===== config.mk =====
export PLATFORM = sky130hd
export DESIGN_NAME = spi_slave_ring
export DESIGN_NICKNAME = d
export VERILOG_FILES = /design/src/rtl/spi_slv_pkg.sv /design/src/rtl/spi_edge_sync.sv /design/src/rtl/spi_ring_fifo.sv /design/src/rtl/spi_shift_engine.sv /design/src/rtl/spi_slave_ring.sv
export SDC_FILE = /design/constraint.sdc
export NUM_CORES = 1
export LEC_CHECK = 0
export ABC_AREA = 1
export BUFFER_PORTS_ARGS = -buffer_cell sky130_fd_sc_hd__buf_2
export CAP_MARGIN = 0
export CORE_ASPECT_RATIO = 0.8
export CORE_MARGIN = 2
export CORE_UTILIZATION = 36
export DETAILED_ROUTE_END_ITERATION = 7
export MAX_ROUTING_LAYER = met4
export REMOVE_ABC_BUFFERS = 1
export SLEW_MARGIN = 20
export SYNTH_ARGS = -nofsm -noshare
export SYNTH_HDL_FRONTEND = slang
export SYNTH_HIERARCHICAL = 1
export SYNTH_SLANG_ARGS = --single-unit

===== constraint.sdc =====
create_clock -name clk -period 5.2 [get_ports clk]
set_input_delay 0.26 -clock clk [delete_from_list [all_inputs] [get_ports clk]]
set_output_delay 0.26 -clock clk [all_outputs]
set_load 0.02 [all_outputs]

===== src/rtl/spi_slv_pkg.sv =====
package spi_slv_pkg;

    localparam int unsigned FRAME_W  = 16;
    localparam int unsigned TX_DEPTH = 8;
    localparam int unsigned RX_DEPTH = 8;

    // Serial-side events after synchronisation, one system clock wide.
    typedef struct packed {
        logic rise;    // serial clock rising edge
        logic fall;    // serial clock falling edge
        logic active;  // chip select asserted (level)
        logic start;   // chip select just asserted
        logic mosi;    // synchronised data in
    } spi_evt_t;

    typedef struct packed {
        logic empty;
        logic full;
    } fifo_flags_t;

    // Advance a ring index with wrap at depth.
    function automatic int unsigned ring_next(int unsigned idx, int unsigned depth);
        return (idx == depth - 1) ? 0 : idx + 1;
    endfunction

endpackage


===== src/rtl/spi_edge_sync.sv =====
module spi_edge_sync
    import spi_slv_pkg::*;
(
    input  logic     clk,
    input  logic     rst,
    input  logic     sclk,
    input  logic     cs_n,
    input  logic     mosi,
    output spi_evt_t evt
);
    // Two synchroniser stages plus one history stage for edge detection.
    logic [2:0] sclk_q;
    logic [2:0] csn_q;
    logic [1:0] mosi_q;

    always_ff @(posedge clk) begin
        if (rst) begin
            sclk_q <= '0;
            csn_q  <= '1;
            mosi_q <= '0;
        end else begin
            sclk_q <= {sclk_q[1:0], sclk};
            csn_q  <= {csn_q[1:0], cs_n};
            mosi_q <= {mosi_q[0], mosi};
        end
    end

    always_comb begin
        evt.rise   =  sclk_q[1] & ~sclk_q[2];
        evt.fall   = ~sclk_q[1] &  sclk_q[2];
        evt.active = ~csn_q[1];
        evt.start  = ~csn_q[1] &  csn_q[2];
        evt.mosi   =  mosi_q[1];
    end

endmodule


===== src/rtl/spi_ring_fifo.sv =====
module spi_ring_fifo
    import spi_slv_pkg::*;
#(
    parameter int unsigned WIDTH = 16,
    parameter int unsigned DEPTH = 8
) (
    input  logic             clk,
    input  logic             rst,
    input  logic             push,
    input  logic [WIDTH-1:0] wdata,
    input  logic             pop,
    output logic [WIDTH-1:0] head,
    output fifo_flags_t      flags
);
    localparam int unsigned AW = (DEPTH > 1) ? $clog2(DEPTH) : 1;
    localparam int unsigned CW = $clog2(DEPTH + 1);

    logic [WIDTH-1:0] slot [DEPTH];
    logic [AW-1:0]    rd_idx;
    logic [AW-1:0]    wr_idx;
    logic [CW-1:0]    count;
    logic             do_push;
    logic             do_pop;

    always_comb begin
        flags.empty = (count == '0);
        flags.full  = (count == CW'(DEPTH));
        do_push     = push & ~flags.full;
        do_pop      = pop  & ~flags.empty;
        // The read slot is always visible, queued or not.
        head        = slot[rd_idx];
    end

    always_ff @(posedge clk) begin
        if (rst) begin
            rd_idx <= '0;
            wr_idx <= '0;
            count  <= '0;
            for (int i = 0; i < int'(DEPTH); i++) begin
                slot[i] <= '0;
            end
        end else begin
            if (do_push) begin
                slot[wr_idx] <= wdata;
                wr_idx       <= AW'(ring_next(int'(wr_idx), DEPTH));
            end
            if (do_pop) begin
                rd_idx <= AW'(ring_next(int'(rd_idx), DEPTH));
            end
            case ({do_push, do_pop})
                2'b10:   count <= count + 1'b1;
                2'b01:   count <= count - 1'b1;
                default: count <= count;
            endcase
        end
    end

endmodule


===== src/rtl/spi_shift_engine.sv =====
module spi_shift_engine
    import spi_slv_pkg::*;
#(
    parameter int unsigned WIDTH = 16
) (
    input  logic             clk,
    input  logic             rst,
    input  logic             en,
    input  spi_evt_t         evt,
    input  logic [WIDTH-1:0] load_word,
    output logic             load_req,
    output logic [WIDTH-1:0] rx_word,
    output logic             rx_valid,
    output logic             miso
);
    localparam int unsigned BW = $clog2(WIDTH);

    logic [WIDTH-1:0] tx_sh;
    logic [WIDTH-1:0] rx_sh;
    logic [BW-1:0]    bit_cnt;
    logic             primed;   // a loaded word is waiting for its first bit
    logic             miso_q;
    logic             live;
    logic             frame_end;

    always_comb begin
        live      = en & evt.active;
        frame_end = live & evt.fall & (bit_cnt == BW'(WIDTH - 1));
        load_req  = (en & evt.start & ~primed) | frame_end;
        rx_word   = {rx_sh[WIDTH-2:0], evt.mosi};
        rx_valid  = frame_end;
        miso      = miso_q;
    end

    always_ff @(posedge clk) begin
        if (rst) begin
            tx_sh   <= '0;
            rx_sh   <= '0;
            bit_cnt <= '0;
            primed  <= 1'b0;
            miso_q  <= 1'b0;
        end else begin
            if (!evt.active) begin
                bit_cnt <= '0;
                miso_q  <= 1'b0;
            end else if (en) begin
                if (evt.rise) begin
                    miso_q <= tx_sh[WIDTH-1];
                    tx_sh  <= {tx_sh[WIDTH-2:0], 1'b0};
                    if (bit_cnt == '0) begin
                        primed <= 1'b0;
                    end
                end
                if (evt.fall) begin
                    rx_sh   <= {rx_sh[WIDTH-2:0], evt.mosi};
                    bit_cnt <= frame_end ? '0 : bit_cnt + 1'b1;
                end
            end
            if (load_req) begin
                tx_sh  <= load_word;
                primed <= 1'b1;
            end
        end
    end

endmodule


===== src/rtl/spi_slave_ring.sv =====
module spi_slave_ring
    import spi_slv_pkg::*;
#(
    parameter int unsigned FW    = FRAME_W,
    parameter int unsigned TX_N  = TX_DEPTH,
    parameter int unsigned RX_N  = RX_DEPTH
) (
    input  logic          clk,
    input  logic          rst,
    input  logic          en,
    input  logic          sclk,
    input  logic          cs_n,
    input  logic          mosi,
    output logic          miso,
    input  logic          tx_push,
    input  logic [FW-1:0] tx_data,
    output logic          tx_empty,
    output logic          tx_not_full,
    input  logic          rx_pop,
    output logic [FW-1:0] rx_data,
    output logic          rx_not_empty,
    output logic          rx_full,
    output logic          rx_overrun
);
    spi_evt_t    evt;
    fifo_flags_t tx_flags;
    fifo_flags_t rx_flags;
    logic [FW-1:0] tx_head;
    logic [FW-1:0] rx_word;
    logic          load_req;
    logic          rx_valid;
    logic          ovr_q;

    spi_edge_sync u_sync (
        .clk  (clk),
        .rst  (rst),
        .sclk (sclk),
        .cs_n (cs_n),
        .mosi (mosi),
        .evt  (evt)
    );

    spi_shift_engine #(.WIDTH(FW)) u_shift (
        .clk       (clk),
        .rst       (rst),
        .en        (en),
        .evt       (evt),
        .load_word (tx_head),
        .load_req  (load_req),
        .rx_word   (rx_word),
        .rx_valid  (rx_valid),
        .miso      (miso)
    );

    // A load on an empty ring reads the stale slot; the pop is refused inside.
    spi_ring_fifo #(.WIDTH(FW), .DEPTH(TX_N)) u_tx_ring (
        .clk   (clk),
        .rst   (rst),
        .push  (tx_push),
        .wdata (tx_data),
        .pop   (load_req),
        .head  (tx_head),
        .flags (tx_flags)
    );

    spi_ring_fifo #(.WIDTH(FW), .DEPTH(RX_N)) u_rx_fifo (
        .clk   (clk),
        .rst   (rst),
        .push  (rx_valid),
        .wdata (rx_word),
        .pop   (rx_pop),
        .head  (rx_data),
        .flags (rx_flags)
    );

    always_ff @(posedge clk) begin
        if (rst) begin
            ovr_q <= 1'b0;
        end else if (rx_valid && rx_flags.full) begin
            ovr_q <= 1'b1;
        end
    end

    always_comb begin
        tx_empty     = tx_flags.empty;
        tx_not_full  = ~tx_flags.full;
        rx_not_empty = ~rx_flags.empty;
        rx_full      = rx_flags.full;
        rx_overrun   = ovr_q;
    end

endmodule


### Word-level counts from Yosys, hierarchy flattened

Memory sizes are Yosys's and may differ from the RTL's. A register that Yosys moved wholly into a read port is not among the register bits.
Index checks and enable logic that the tools add are counted.

* register bits: 66
* bits in writable memories: 256
* input port bits: 24
* output and inout bits: 22
* logic and storage cells: 110
* memories kept: 2

Memory list
* u_rx_fifo.slot: words 8, width 16, read ports 1, clocked after Yosys merged registers in 1, write ports 8, RTL line spi_ring_fifo.sv:18 `logic [WIDTH-1:0] slot [DEPTH];`
* u_tx_ring.slot: words 8, width 16, read ports 1, clocked after Yosys merged registers in 1, write ports 8, RTL line spi_ring_fifo.sv:18

* $add $sub $neg: 9
* eq/ne operators: 12
* multiplexer cells: 34
* bitwise logic cells: 21
* reductions and logical operators: 17

Operators with widths (count)
* $mux 16: 6
* $reduce_or 16->1: 2
* $mux 3: 10
* $pmux 4 s2: 2
* $mux 1: 15
* $add 3x1->3 const B: 4
* $add 4x1->4 const B: 3
* $and 1x1->1: 12
* $eq 3x3->1 const B: 4
* $eq 4x4->1 const B: 3
* $logic_not 4->1: 3
* $reduce_bool 2->1: 5
* $not 1->1: 8
* $sub 4x1->4 const B: 2
* $reduce_and 3->1: 2
* $eq 2x1->1 const B: 2
* $eq 2x2->1 const B: 2
* $mux 4: 1
* $reduce_and 2->1: 2
* $reduce_and 4->1: 1
* $ne 2x1->1 const B: 1
* $reduce_or 2->1: 1
* $logic_and 1x1->1: 1
* $or 1x1->1: 1

### Logic depth before layout (Yosys ltp)

* depth after elaboration: 10
* mapped depth: 20
* depth with buffers taken out: 19

### Modules after synthesis

The synthesis kept the hierarchy.

By module, submodules not included
* spi_ring_fifo at u_rx_fifo: times used 1, cells an instance 659, area an instance 6721.4 um^2, seq. area each 4103.9 um^2
* spi_ring_fifo at u_tx_ring: times used 1, cells an instance 625, area an instance 6417.4 um^2, seq. area each 4103.9 um^2
* spi_shift_engine: times used 1, cells an instance 249, area an instance 1740.4 um^2, seq. area each 740.7 um^2
* spi_edge_sync: times used 1, cells an instance 31, area an instance 250.2 um^2, seq. area each 160.2 um^2
* spi_slave_ring: times used 1, cells an instance 6, area an instance 43.8 um^2, seq. area each 20.0 um^2

### Least setup slack after synthesis

OpenSTA, ideal clock, no wires.

* path kind: register to register
* start point: register u_shift.bit_cnt[0]
* end point: memory u_rx_fifo.slot[1][0], enable pin
* library setup time: 0.411 ns
* arrival time: 2.419 ns
* required time: 4.789 ns
* slack: 2.369 ns
* stages on the path, launching flop included: 9
* buffers on the path: 1
* period minus slack after synthesis: 2.831 ns
* cells stage by stage: dfxtp_1 ha_1 inv_1 nor2_1 nand2_4 buf_2 inv_1 nand2_4 o21ai_0

RTL lines
* start, declared: RTL line spi_shift_engine.sv:20 `logic [BW-1:0] bit_cnt;`
* start signal, assigned: RTL line spi_shift_engine.sv:56 `bit_cnt <= frame_end ? '0 : bit_cnt + 1'b1;`
* end, declared: RTL line spi_ring_fifo.sv:18

==> flow_summary.json <==
{
  "status": "completed",
  "fin_crit_ns": 2.94,
  "fmax_mhz": 340,
  "synth_edf_count": 256,
  "clock_sinks": 328,
  "clk_latency_ns": 0.53,
  "cp_max_fo": 35,
  "cts_buffer_depth": 3,
  "num-fill-cells": 4134,
  "yosysUniqueCellTypes": 39,
  "reg2reg_from": "u_sync/sclk_q[2]$_SDFF_PP0_",
  "powerDensity_nw_per_um2": 415,
  "drtIter0Drc": 1142,
  "port_buffers": 45,
  "grt_pass1_wl_mm": 58.4,
  "hold_violations": 0,
  "dieArea_um2": 43800,
  "grt_max_degree": 65,
  "syn_area_um2": 15200,
  "cts_buffers": 37,
  "power_mw": 6.99,
  "crit_arrival_ns": 3.34,
  "fin_nets": 1619,
  "start_util_pct": 36.3,
  "grt_use_total_pct": 17.4,
  "syn-instance-count": 1570,
  "critPathMaxStageDelay_ns": 0.32,
  "synth_top_family_by_area": "simple AND/OR/NAND/NOR gates",
  "rsz0062_at_grt": "no",
  "tritoncts": "done",
  "final_max_slew_viol_count": 0,
  "clock-skew-final_ns": 0.0200,
  "holdPathStages": 3,
  "chipWidth_um": 234,
  "tns_ns": 0,
  "dr.pass1.iters": 5,
  "final_cell_mix": "436 x nor2_1, 256 x edfxtp_1, 216 x nand2_1",
  "synth_simple_gate_area_share_pct": 23.5,
  "setup_viol": 0,
  "cts_max_level": 2,
  "wire_per_inst_um": 17.1,
  "required_ns": 5.60,
  "muxShareOfSynthArea_pct": 0,
  "viasPerCell": 5.09,
  "yosysSeqAreaShare_pct": 60.2,
  "reg2reg_depth": 14,
  "min_from": "mosi",
  "cts_root_buffer": "clkbuf_16",
  "max_slew_margin_pct": 24.2,
  "drc": 0,
  "hold_class": "in -> reg",
  "n_antenna_cell": 0,
  "cp_cell_sequence": "inv_1 -> nor2_1 -> nand2_2 -> nor2_8 -> nand2_4 -> nand2_4 -> inv_1 -> a21oi_2 -> ha_1 -> nand2_1 -> and2_1 -> ha_1 -> o21ai_0 -> a21oi_1",
  "core.rowCount": 67,
  "stdcell_area_um2": 16900,
  "final_common_cell": "nor2_1",
  "coreArea_um2": 41700,
  "grt_pass1_vias": 10504,
  "period_share_pct": 56.5,
  "vias": 10993,
  "place_area_um2": 15600,
  "maxCapViolCount": 0,
  "io_pins": 46,
  "critPathSlowestCell": "dfxtp_1",
  "whs_ns": 0.0295,
  "endpoint_kind": "flip-flop",
  "tightest_slew_ns": 1.14,
  "routed_wl_mm": 36.9,
  "dp_hpwl_mm": 22.9,
  "p_leak_nw": 6.40,
  "ys.flop_type": "edfxtp_1",
  "synth.avg_cell_area_um2": 9.66,
  "fin_cells": 2160,
  "synthAdderAreaFrac_pct": 1.37,
  "overflow": 0,
  "worstSetupPathType": "reg -> reg",
  "synth_xor_area_share_pct": 0.115,
  "ant_nets": 0,
  "syn_to_final_growth_pct": 11.1,
  "regToRegEndpoint": "u_tx_ring/count[1]$_SDFFE_PP0P_",
  "max-vdd-ir-drop_mv": 0.175,
  "min_to": "u_sync/mosi_q[0]$_SDFF_PP0_",
  "synth_compound_area_share_pct": 8.50,
  "startpoint_type": "flip-flop",
  "ys.warnings.count": 6,
  "place_inst": 2090,
  "r2r_slack_ns": 2.26,
  "antenna_found_initial": 0,
  "die_h_um": 188,
  "ys_ff_latch": 328,
  "clkSlewWorstSetupHoldPaths_ns": 0.06,
  "async_flop_share_pct": 0,
  "place.gp.congestion": 0.808,
  "drive_gt1_share_pct": 11.4
}
worst max path at each step:
stage | start | endpoint | slack, ns | cells past startpoint
5_1_grt | u_sync/sclk_q[2]$_SDFF_PP0_ | u_tx_ring/count[3]$_SDFFE_PP0P_ | 1.87 | 19
6_report | u_sync/sclk_q[2]$_SDFF_PP0_ | u_tx_ring/count[1]$_SDFFE_PP0P_ | 2.26 | 14
4_1_cts | u_sync/sclk_q[2]$_SDFF_PP0_ | u_tx_ring/count[1]$_SDFFE_PP0P_ | 2.25 | 14
3_3_place_gp | u_sync/sclk_q[2]$_SDFF_PP0_ | u_tx_ring/count[3]$_SDFFE_PP0P_ | 2.39 | 18
3_5_place_dp | u_sync/sclk_q[2]$_SDFF_PP0_ | u_tx_ring/count[1]$_SDFFE_PP0P_ | 2.27 | 14
2_1_floorplan | u_sync/sclk_q[2]$_SDFF_PP0_ | u_rx_fifo/slot[1][0]$_SDFFCE_PN0P_ | 2.34 | 8
cell usage after synthesis (14+ instances only):
master | number | share of area, %
nand2_1 | 216 | 5.3
ha_1 | 15 | 1.2
nor3_2 | 20 | 1.3
inv_1 | 105 | 2.6
buf_6 | 19 | 1.4
nand4_1 | 17 | 0.70
a21oi_1 | 45 | 1.5
clkbuf_1 | 32 | 0.79
nand2_4 | 14 | 1.0
o21ai_1 | 14 | 0.46
dfxtp_1 | 72 | 9.5
buf_2 | 19 | 0.63
nor2_1 | 436 | 11
nor3_1 | 29 | 0.96
nand3_1 | 27 | 0.89
edfxtp_1 | 256 | 51
o32ai_1 | 32 | 1.8
o21ai_0 | 136 | 4.5
power breakdown:
part,internal (mW),switching [mW],leakage [nW]
clock network,1.52,1.04,0.580
logic,0.381,0.941,2.70
registers,2.97,0.128,3.12
state kept, by name, summed over array words and instances, names as in the netlist, 3 cells and up, named ones only:
name,count
u_rx_fifo/rd_idx,3
u_shift/rx_sh,15
u_tx_ring/count,4
u_sync/csn_q,3
u_rx_fifo/wr_idx,3
u_tx_ring/slot,128
u_rx_fifo/slot,128
u_shift/bit_cnt,4
u_tx_ring/rd_idx,3
u_tx_ring/wr_idx,3
u_shift/tx_sh,16
u_sync/sclk_q,3
u_rx_fifo/count,4
stage by stage:
step	setup WS (ns)	util, %
detailed placement	2.27	37.5
finish	2.26	40.4
CTS	2.25	40.4
global placement	2.39	37.5
global route	1.87	40.4
floorplan	2.34	-
cell families (layout without fill, tap and decap cells):
kind of cell               after synthesis  count (layout)
adders and majority gates               16              16
buffers and inverters                  199             237
and+or+nand+nor                        794             794
xor gates and xnor gates                 2               2
AOI/OAI and AO/OA                      231             231
DFF                                    328             328
worst max-delay path: cells and delay by family, from the launching register on:
kind / cells / cell delay, ns
simple gates: 7 / 1.30
compound gates: 3 / 0.54
buf+inv: 2 / 0.13
fa+ha+maj: 2 / 0.55
flops: 1 / 0.32
final cells by class:
class	count	area [um^2]	share of cell area (%)
inverter	112	428	2.54
sequential	328	9140	54.2
clock inverter	10	131	0.779
tap	552	691	4.10
clock buffer	58	1070	6.32
timing repair buffer	57	320	1.90
multi-input combinational	1043	5080	30.2
repair_timing:
| action | in CTS | in global routing |
|---|---|---|
| setup buffers | 0 | 0 |
| hold buffers | 2 | 0 |
| hold endpoints to repair | 2 | 0 |
| resized for setup | 0 | 0 |
routing by layer:
| layer | routed length, um | GRT usage (%) | vias to the layer above |
|---|---|---|---|
| li1 | - | - | 5281 |
| met1 | 17300 | 24.5 | 5261 |
| met2 | 16000 | 25.5 | 385 |
| met3 | 2630 | 3.21 | 66 |
| met4 | 882 | 5.04 | 0 |
| met5 | 0 | - | - |
(Power assumes the default switching activity.)
